### config.mk
export PLATFORM = sky130hd
export DESIGN_NAME = trx_mode_ctrl
export DESIGN_NICKNAME = d
export VERILOG_FILES = /design/src/rtl/trxm_pkg.sv /design/src/rtl/trxm_rst_sync.sv /design/src/rtl/trxm_ctrl_reg.sv /design/src/rtl/trxm_settle.sv /design/src/rtl/trx_mode_ctrl.sv
export SDC_FILE = /design/constraint.sdc
export NUM_CORES = 1
export LEC_CHECK = 0
export BUFFER_PORTS_ARGS = -buffer_cell sky130_fd_sc_hd__buf_2
export CAP_MARGIN = 25
export CORE_AREA = 5 5 43 45
export DETAILED_ROUTE_END_ITERATION = 10
export DIE_AREA = 0 0 48 50
export MAX_ROUTING_LAYER = met4
export PLACE_DENSITY = 0.68
export SYNTH_ARGS = -nofsm -noshare
export SYNTH_HDL_FRONTEND = slang
export SYNTH_SLANG_ARGS = --single-unit
### constraint.sdc
create_clock -name clk -period 0.9 [get_ports clk]
set_input_delay 0.18 -clock clk [delete_from_list [all_inputs] [get_ports clk]]
set_output_delay 0.18 -clock clk [all_outputs]
set_load 0.02 [all_outputs]
### src/rtl/trxm_pkg.sv
package trxm_pkg;
  localparam int CTRL_W   = 8;
  localparam int TX_BIT   = 3;
  localparam int PLL_BIT  = 1;
  localparam int XTAL_BIT = 0;
  localparam logic [CTRL_W-1:0] KEEP_MASK =
    CTRL_W'((1 << TX_BIT) | (1 << PLL_BIT) | (1 << XTAL_BIT));

  typedef enum logic [1:0] {
    MODE_STANDBY = 2'd0,
    MODE_READY   = 2'd1,
    MODE_TUNE    = 2'd2,
    MODE_TX      = 2'd3
  } trx_mode_e;

  function automatic trx_mode_e mode_of(input logic [CTRL_W-1:0] c);
    if (c[TX_BIT])        return MODE_TX;
    else if (c[PLL_BIT])  return MODE_TUNE;
    else if (c[XTAL_BIT]) return MODE_READY;
    else                  return MODE_STANDBY;
  endfunction
endpackage

### src/rtl/trxm_rst_sync.sv
module trxm_rst_sync #(
  parameter int STAGES = 2
) (
  input  logic clk,
  input  logic rst_n,
  output logic rst_n_sync
);
  logic [STAGES-1:0] chain_q;

  always_ff @(posedge clk or negedge rst_n) begin
    if (!rst_n) chain_q <= '0;
    else        chain_q <= {chain_q[STAGES-2:0], 1'b1};
  end

  assign rst_n_sync = chain_q[STAGES-1];
endmodule

### src/rtl/trxm_ctrl_reg.sv
module trxm_ctrl_reg
  import trxm_pkg::*;
(
  input  logic              clk,
  input  logic              rst_n,
  input  logic              wr_en,
  input  logic [CTRL_W-1:0] wr_data,
  input  logic              pkt_sent,
  input  logic              in_tx,
  output logic [CTRL_W-1:0] ctrl_q,
  output logic [CTRL_W-1:0] ctrl_d
);
  logic              upd_en;
  logic [CTRL_W-1:0] after_tx;

  always_comb begin
    after_tx         = ctrl_q;
    after_tx[TX_BIT] = 1'b0;
    // leave TX into READY, never into STANDBY
    if ((after_tx & KEEP_MASK) == '0) after_tx[XTAL_BIT] = 1'b1;
  end

  always_comb begin
    upd_en = 1'b0;
    ctrl_d = ctrl_q;
    if (wr_en) begin
      upd_en = 1'b1;
      ctrl_d = wr_data & KEEP_MASK;
    end else if (pkt_sent && in_tx) begin
      upd_en = 1'b1;
      ctrl_d = after_tx;
    end
  end

  always_ff @(posedge clk or negedge rst_n) begin
    if (!rst_n)      ctrl_q <= '0;
    else if (upd_en) ctrl_q <= ctrl_d;
  end
endmodule

### src/rtl/trxm_settle.sv
module trxm_settle #(
  parameter int SETTLE_CYC = 4
) (
  input  logic clk,
  input  logic rst_n,
  input  logic in_tx,
  output logic done
);
  generate
    if (SETTLE_CYC == 0) begin : g_none
      assign done = in_tx;
    end else begin : g_cnt
      localparam int CW = $clog2(SETTLE_CYC + 1);
      logic [CW-1:0] cnt_q, cnt_d;
      logic          cnt_en;

      always_comb begin
        cnt_en = 1'b0;
        cnt_d  = cnt_q;
        if (!in_tx) begin
          cnt_en = (cnt_q != '0);
          cnt_d  = '0;
        end else if (cnt_q != CW'(SETTLE_CYC)) begin
          cnt_en = 1'b1;
          cnt_d  = cnt_q + 1'b1;
        end
      end

      always_ff @(posedge clk or negedge rst_n) begin
        if (!rst_n)      cnt_q <= '0;
        else if (cnt_en) cnt_q <= cnt_d;
      end

      assign done = in_tx && (cnt_q == CW'(SETTLE_CYC));
    end
  endgenerate
endmodule

### src/rtl/trx_mode_ctrl.sv
module trx_mode_ctrl
  import trxm_pkg::*;
#(
  parameter int SETTLE_CYC = 4,
  parameter int SYNC_STAGES = 2
) (
  input  logic        clk,
  input  logic        rst_n,
  input  logic        wr_en,
  input  logic [7:0]  wr_data,
  input  logic        pkt_sent,
  output logic [7:0]  ctrl_rd,
  output logic [1:0]  mode_o,
  output logic        xtal_en,
  output logic        pll_en,
  output logic        tx_en
);
  logic              rst_int_n;
  logic [CTRL_W-1:0] ctrl_q, ctrl_d;
  trx_mode_e         mode_q, mode_d;
  logic              in_tx, settled;

  trxm_rst_sync #(.STAGES(SYNC_STAGES)) u_rst (
    .clk(clk), .rst_n(rst_n), .rst_n_sync(rst_int_n)
  );

  assign in_tx = (mode_q == MODE_TX);

  trxm_ctrl_reg u_reg (
    .clk(clk), .rst_n(rst_int_n), .wr_en(wr_en), .wr_data(wr_data),
    .pkt_sent(pkt_sent), .in_tx(in_tx), .ctrl_q(ctrl_q), .ctrl_d(ctrl_d)
  );

  always_comb mode_d = mode_of(ctrl_d);

  always_ff @(posedge clk or negedge rst_int_n) begin
    if (!rst_int_n) mode_q <= MODE_STANDBY;
    else            mode_q <= mode_d;
  end

  trxm_settle #(.SETTLE_CYC(SETTLE_CYC)) u_settle (
    .clk(clk), .rst_n(rst_int_n), .in_tx(in_tx), .done(settled)
  );

  assign ctrl_rd = ctrl_q;
  assign mode_o  = mode_q;
  assign xtal_en = (mode_q != MODE_STANDBY);
  assign pll_en  = (mode_q == MODE_TUNE) || (mode_q == MODE_TX);
  assign tx_en   = settled;
endmodule

==> results.toml, run 1 <==
[run]
maxCapViolations = 0

[pwr]
clock_power_share_pct = 18.4
finalPower_uw = 2130
leakagePower_uw = 0.000454
combinationalPowerShare_pct = 53.7
power.net_switching_uw = 697
p_int_uw = 1430
peakVddDrop_mv = 1.37
power_density_nw_per_um2 = 2210
seq_power_share_pct = 27.9
p_sw_share_pct = 32.8

[logic_synthesis]
synth_area_um2 = 507
synth_cell_types = 24
synthCells = 52
synth-seq-area-share_pct = 49.4
synth_warnings = 0
ys_ff_latch = 10
syn_area_per_cell_um2 = 9.74

[detailed_routing]
drc_errors = 0
dr.pass1.iters = 4
wl_um = 1420
viasPerCell = 4.56
wl_per_cell_um = 13.0
ant_nets = 0
via_count = 497
drt_iter0_markers = 2

[grt]
antenna_found_initial = 0
grt_max_degree = 9
gr-usage-all-layers_pct = 11.9
grt_pass1_vias = 511
overflow = 0
grt_pass1_wl_um = 1990

[die]
die_h_um = 50
core-area_um2 = 1440
ios = 25
fp.dieW_um = 48
rows = 14
dieArea_um2 = 2400
start_util_pct = 35.3

[sta]
fmax_mhz = 757
finClkSkew_ps = 3.34
rsz0062_at_grt = "yes"
setup_slack_ps = -420
hold_violations = 0
finalSetupViolCount = 15
hold_ws_ps = 120
finalCritPeriodShare_pct = 147
report.final.slew_viol_count = 0
final.min_clock_period_ps = 1320
tns_ps = -3720

[clock_tree]
root_buffer = "clkbuf_4"
clk_latency_ps = 260
cts_buffers = 3
cts.path.max_buffers = 2
numClockSinks = 10
cts_tree = "built"
cts.clk_slew.worst_paths_ps = 70
htreeDepth = 1

[finish]
seqCellArea_um2 = 255
layout-drive-gt1-share_pct = 68.8
layout_commonest_cell = "buf_6"
final_core_util_pct = 67.0
area_growth_syn_to_layout_pct = 89.9
layout_common_cells = "17 x buf_6, 15 x buf_4, 6 x conb_1, 6 x buf_2, 6 x dfrtp_1"
multiInputGateArea_um2 = 295
layout.nets = 108
fillCellCount = 113
finalInstanceArea_um2 = 962
antenna_cells = 0

[placement]
place.gp.congestion = 0.714
numPortBuffers = 14
dp_hpwl_um = 775
place_area_um2 = 656

[setup_path]
reg2reg_to = "u_settle.g_cnt.cnt_q[1]"
path_class = "reg -> out"
critPathLaunchType = "flip-flop"
path_max_fanout = 2
r2r_start = "u_settle.g_cnt.cnt_q[1]"
endpoint_kind = "output port"
r2r_cells = 7
required_ps = 720
r2r_setup_slack_ps = -380
cp_data_arrival_time_ps = 1140

[min_path]
min_path_type = "reg -> async"

[status]
violations = "negative setup slack"
status = "finished, violations left"
power by group through the flow:
stage          Combinational [uW]  Sequential, uW  Clock [uW]
2_1_floorplan                 300             634           0
5_1_grt                      1200             603         427
3_3_place_gp                  536             585           0
3_5_place_dp                  543             588           0
6_report                     1140             594         391
4_1_cts                       816             585         403
registers in the layout, summed over array words and instances (netlist names):
| name | count |
|---|---|
| u_rst.chain_q | 2 |
| u_settle.g_cnt.cnt_q | 3 |
| u_reg.ctrl_q | 3 |
| mode_o | 2 |
logic make-up after synthesis:
| family | share of synthesized area (%) |
|---|---|
| AOI/OAI and AO/OA | 11.4 |
| xor gates and xnor gates | 1.73 |
| adders and majority gates | 4.94 |
| buffers and inverters | 10.4 |
| DFF | 49.4 |
| muxes | 2.22 |
| other | 1.48 |
| and+or+nand+nor | 18.5 |
cell usage after synthesis:
cell | instances | area [um2]
a21o_2 | 1 | 8.76
a21oi_1 | 3 | 15.0
a22o_1 | 1 | 8.76
and3_1 | 1 | 6.26
buf_4 | 5 | 37.5
clkbuf_1 | 1 | 3.75
conb_1 | 2 | 7.51
dfrtp_1 | 10 | 250
ha_1 | 2 | 25.0
inv_1 | 3 | 11.3
mux2_2 | 1 | 11.3
nand2_1 | 5 | 18.8
nand3_1 | 2 | 10.0
nand3_2 | 1 | 10.0
nor2_1 | 3 | 11.3
nor2b_1 | 2 | 12.5
nor3_1 | 1 | 5.00
nor3b_1 | 1 | 7.51
o21a_1 | 1 | 7.51
o21ai_0 | 1 | 5.00
o22ai_1 | 2 | 12.5
or2_1 | 1 | 6.26
or2_2 | 1 | 6.26
xnor2_1 | 1 | 8.76
worst max-delay path by stage:
stage | from | end
after floorplan | mode_o[1] | mode_o[1]
after global placement | u_settle.g_cnt.cnt_q[0] | tx_en
after detailed placement | u_settle.g_cnt.cnt_q[0] | tx_en
after CTS | u_settle.g_cnt.cnt_q[0] | tx_en
after global routing | u_settle.g_cnt.cnt_q[1] | tx_en
final | u_settle.g_cnt.cnt_q[1] | tx_en
through the flow:
step,cells,worst slack [ps]
after floorplan,56,-167
final,109,-420
after detailed placement,89,-236
after global placement,89,-211
after global routing,109,-461
after CTS,102,-444
layer usage:
metal | track usage [%] | vias up | wire length (um) | share of wire, %
met3 | 3.27 | 2 | 58 | 4.1
li1 | - | 242 | - | -
met5 | - | - | 0 | 0
met4 | 4.04 | 0 | 15 | 1.1
met1 | 11.9 | 238 | 520 | 37
met2 | 20.9 | 15 | 822 | 58
critical path: stages (launching register included):
cell and delay, ps:
dfrtp_1 400, inv_2 70, ha_4 140, nand2_2 70, nor2_4 90, buf_6 120
repair_timing:
action / CTS / global route
resized for setup: 28 / 14
hold buffers: 1 / 0
buffers inserted: 8 / 9
pin swaps: 4 / 11
endpoints found under the setup margin: 14 / 15
hold endpoints to repair: 2 / 0
layout make-up:
class | count | area share (%)
Inverter | 3 | 1.17
Timing Repair Buffer | 39 | 35.8
Clock buffer | 4 | 3.77
Sequential cell | 10 | 26.5
Tap cell | 16 | 2.08
Multi-Input combinational cell | 37 | 30.7
Power figures use the tool's default switching activity.
==> inputs of run 2 (changes only) <==
CORE_AREA = 5 5 42 44   (was 5 5 43 45)
CTS_BUF_LIST = sky130_fd_sc_hd__clkbuf_8   (was unset)
DIE_AREA = 0 0 47 49   (was 0 0 48 50)
clock period = 1.22 ns   (was 0.9 ns; I/O delays follow)
==> run 2 against run 1 <==
  * The run still ends with negative setup slack left
  * Design area down 19%
  * Wire length down 19%
  * Via count down 11%
  * Worst hold slack about the same
  * Flip-flop and latch count unchanged
  * Clock skew up 1.2 ps
  * Critical path depth unchanged
  * Register-to-register slack better by 330 ps
  * Critical path type unchanged
  * Highest routed layer unchanged
==> results.toml, run 2 (same netlist as run 1, synthesis figures left out) <==
[sta]
setup_slack_ps = -145
fmax_mhz = 732
rsz0062_at_grt = "yes"
hold_violations = 0
finalSetupViolCount = 3
report.final.slew_viol_count = 0
finalCritPeriodShare_pct = 112
hold_ws_ps = 120
final.min_clock_period_ps = 1370
finClkSkew_ps = 4.49

[placement]
place.gp.congestion = 0.758
dp_hpwl_um = 737
pre_cts_slack_ps = 10.0
numPortBuffers = 14

[run]
maxCapViolations = 0

[detailed_routing]
drc_errors = 0
drt_iter0_markers = 4
wl_per_cell_um = 11.9
via_count = 443
dr.pass1.iters = 4
wl_um = 1140
viasPerCell = 4.61
ant_nets = 0

[die]
core-area_um2 = 1400
fp.dieW_um = 47
die_h_um = 49
dieArea_um2 = 2300
start_util_pct = 36.2
rows = 14
ios = 25

[setup_path]
r2r_setup_slack_ps = -50
critPathSlowestCell = "dfrtp_1"
required_ps = 980
cp_data_arrival_time_ps = 1120
path_max_fanout = 3
critPathMaxStageDelay_ps = 380
critPathLaunchType = "flip-flop"
crit_chain = "inv_2 -> ha_4 -> nand2_4 -> nor2_4 -> buf_6"
path_class = "reg -> out"
cp_top_family = "flip-flops"
path_buf_inv = 2
endpoint_kind = "output port"

[finish]
layout-drive-gt1-share_pct = 50.0
layout.nets = 95
top_regs = "u_reg.ctrl_q x3, u_settle.g_cnt.cnt_q x3"
multiInputGateArea_um2 = 265
fillCellCount = 121
layout_common_cells = "12 x buf_2, 11 x buf_4, 10 x dfrtp_1, 6 x conb_1"
antenna_cells = 0
seqCellArea_um2 = 250
area_growth_syn_to_layout_pct = 53.3
layout_commonest_cell = "buf_2"

[pwr]
peakVddDrop_mv = 1.09
leakagePower_uw = 0.000385
finalPower_uw = 1400
power_density_nw_per_um2 = 1800

[grt]
grt_pass1_wl_um = 1760
grt_pass1_vias = 403
overflow = 0
gr-usage-all-layers_pct = 10.6
grt_max_degree = 9
antenna_found_initial = 0

[clock_tree]
cts.clk_slew.worst_paths_ps = 50
cts_buffers = 3
clk_latency_ps = 230
cts_tree = "built"
cts.path.max_buffers = 2
root_buffer = "clkbuf_8"
numClockSinks = 10
htreeDepth = 1

[min_path]
min_path_type = "reg -> async"

[status]
violations = "negative setup slack"
status = "finished, violations left"
==> run 2: changes by cell type in the layout (fill, tap and decap cells not counted), moves of 2 or more <==
cell and change:
buf_2 +6, buf_4 -4, buf_6 -15, clkbuf_4 -3
clkbuf_8 +3, dfrtp_1 +4, dfrtp_2 -4, nand2_1 +2
nand2_2 -3
==> run 2: report_power, final <==
group	internal [uW]	switching (uW)
Clock	283	120
Combinational	288	268
Sequential	387	50.3
==> run 2: final timing paths <==
kind,from,endpoint,cells after the start
max in group asynchronous,rst_n,u_rst.chain_q[1],2
setup / recovery,u_settle.g_cnt.cnt_q[1],tx_en,5
min in group clk,wr_data[0],u_reg.ctrl_q[0],3
setup reg to reg,mode_o[1],mode_o[1],5
hold reg to reg,u_rst.chain_q[1],mode_o[1],0
hold / removal,u_rst.chain_q[1],mode_o[1],0
==> run 2: worst register-to-register path: cells and delay by family (launching register included) <==
family / cells / cell delay (ps)
DFF: 1 / 390
and+or+nand+nor: 2 / 300
buffers and inverters: 2 / 250
AOI/OAI and AO/OA: 1 / 210
==> run 2: cell type report <==
cell class / instances / share of cell area, %
Tap cell: 16 / 2.58
Multi-Input combinational cell: 37 / 34.1
Clock buffer: 4 / 7.09
Inverter: 3 / 1.45
Sequential cell: 10 / 32.2
Timing Repair Buffer: 26 / 22.5
==> run 2: what timing repair did <==
action,4_1_cts,5_1_grt
resized for setup,6,10
setup buffers,3,4
pin swaps,1,3
setup endpoints to repair,2,5
hold endpoints to repair,2,0
hold buffers,1,0
==> run 2: stage by stage <==
stage / TNS (ps) / cells / cell area (um2) / utilization, %
after global routing: -476 / 96 / 777 / 55.4
after CTS: -292 / 92 / 707 / 50.4
after detailed placement: 0 / 84 / 603 / 43.0
after global placement: 0 / 84 / 603 / 43.0
final: -226 / 96 / 777 / 55.4
after floorplan: 0 / 56 / 524 / -
==> run 2: routing by layer <==
metal  wire length (um)  GRT usage (%)
met1                428           11.8
met2                635           17.6
met3                 49           2.21
met4                 30           4.15
met5                  0              -
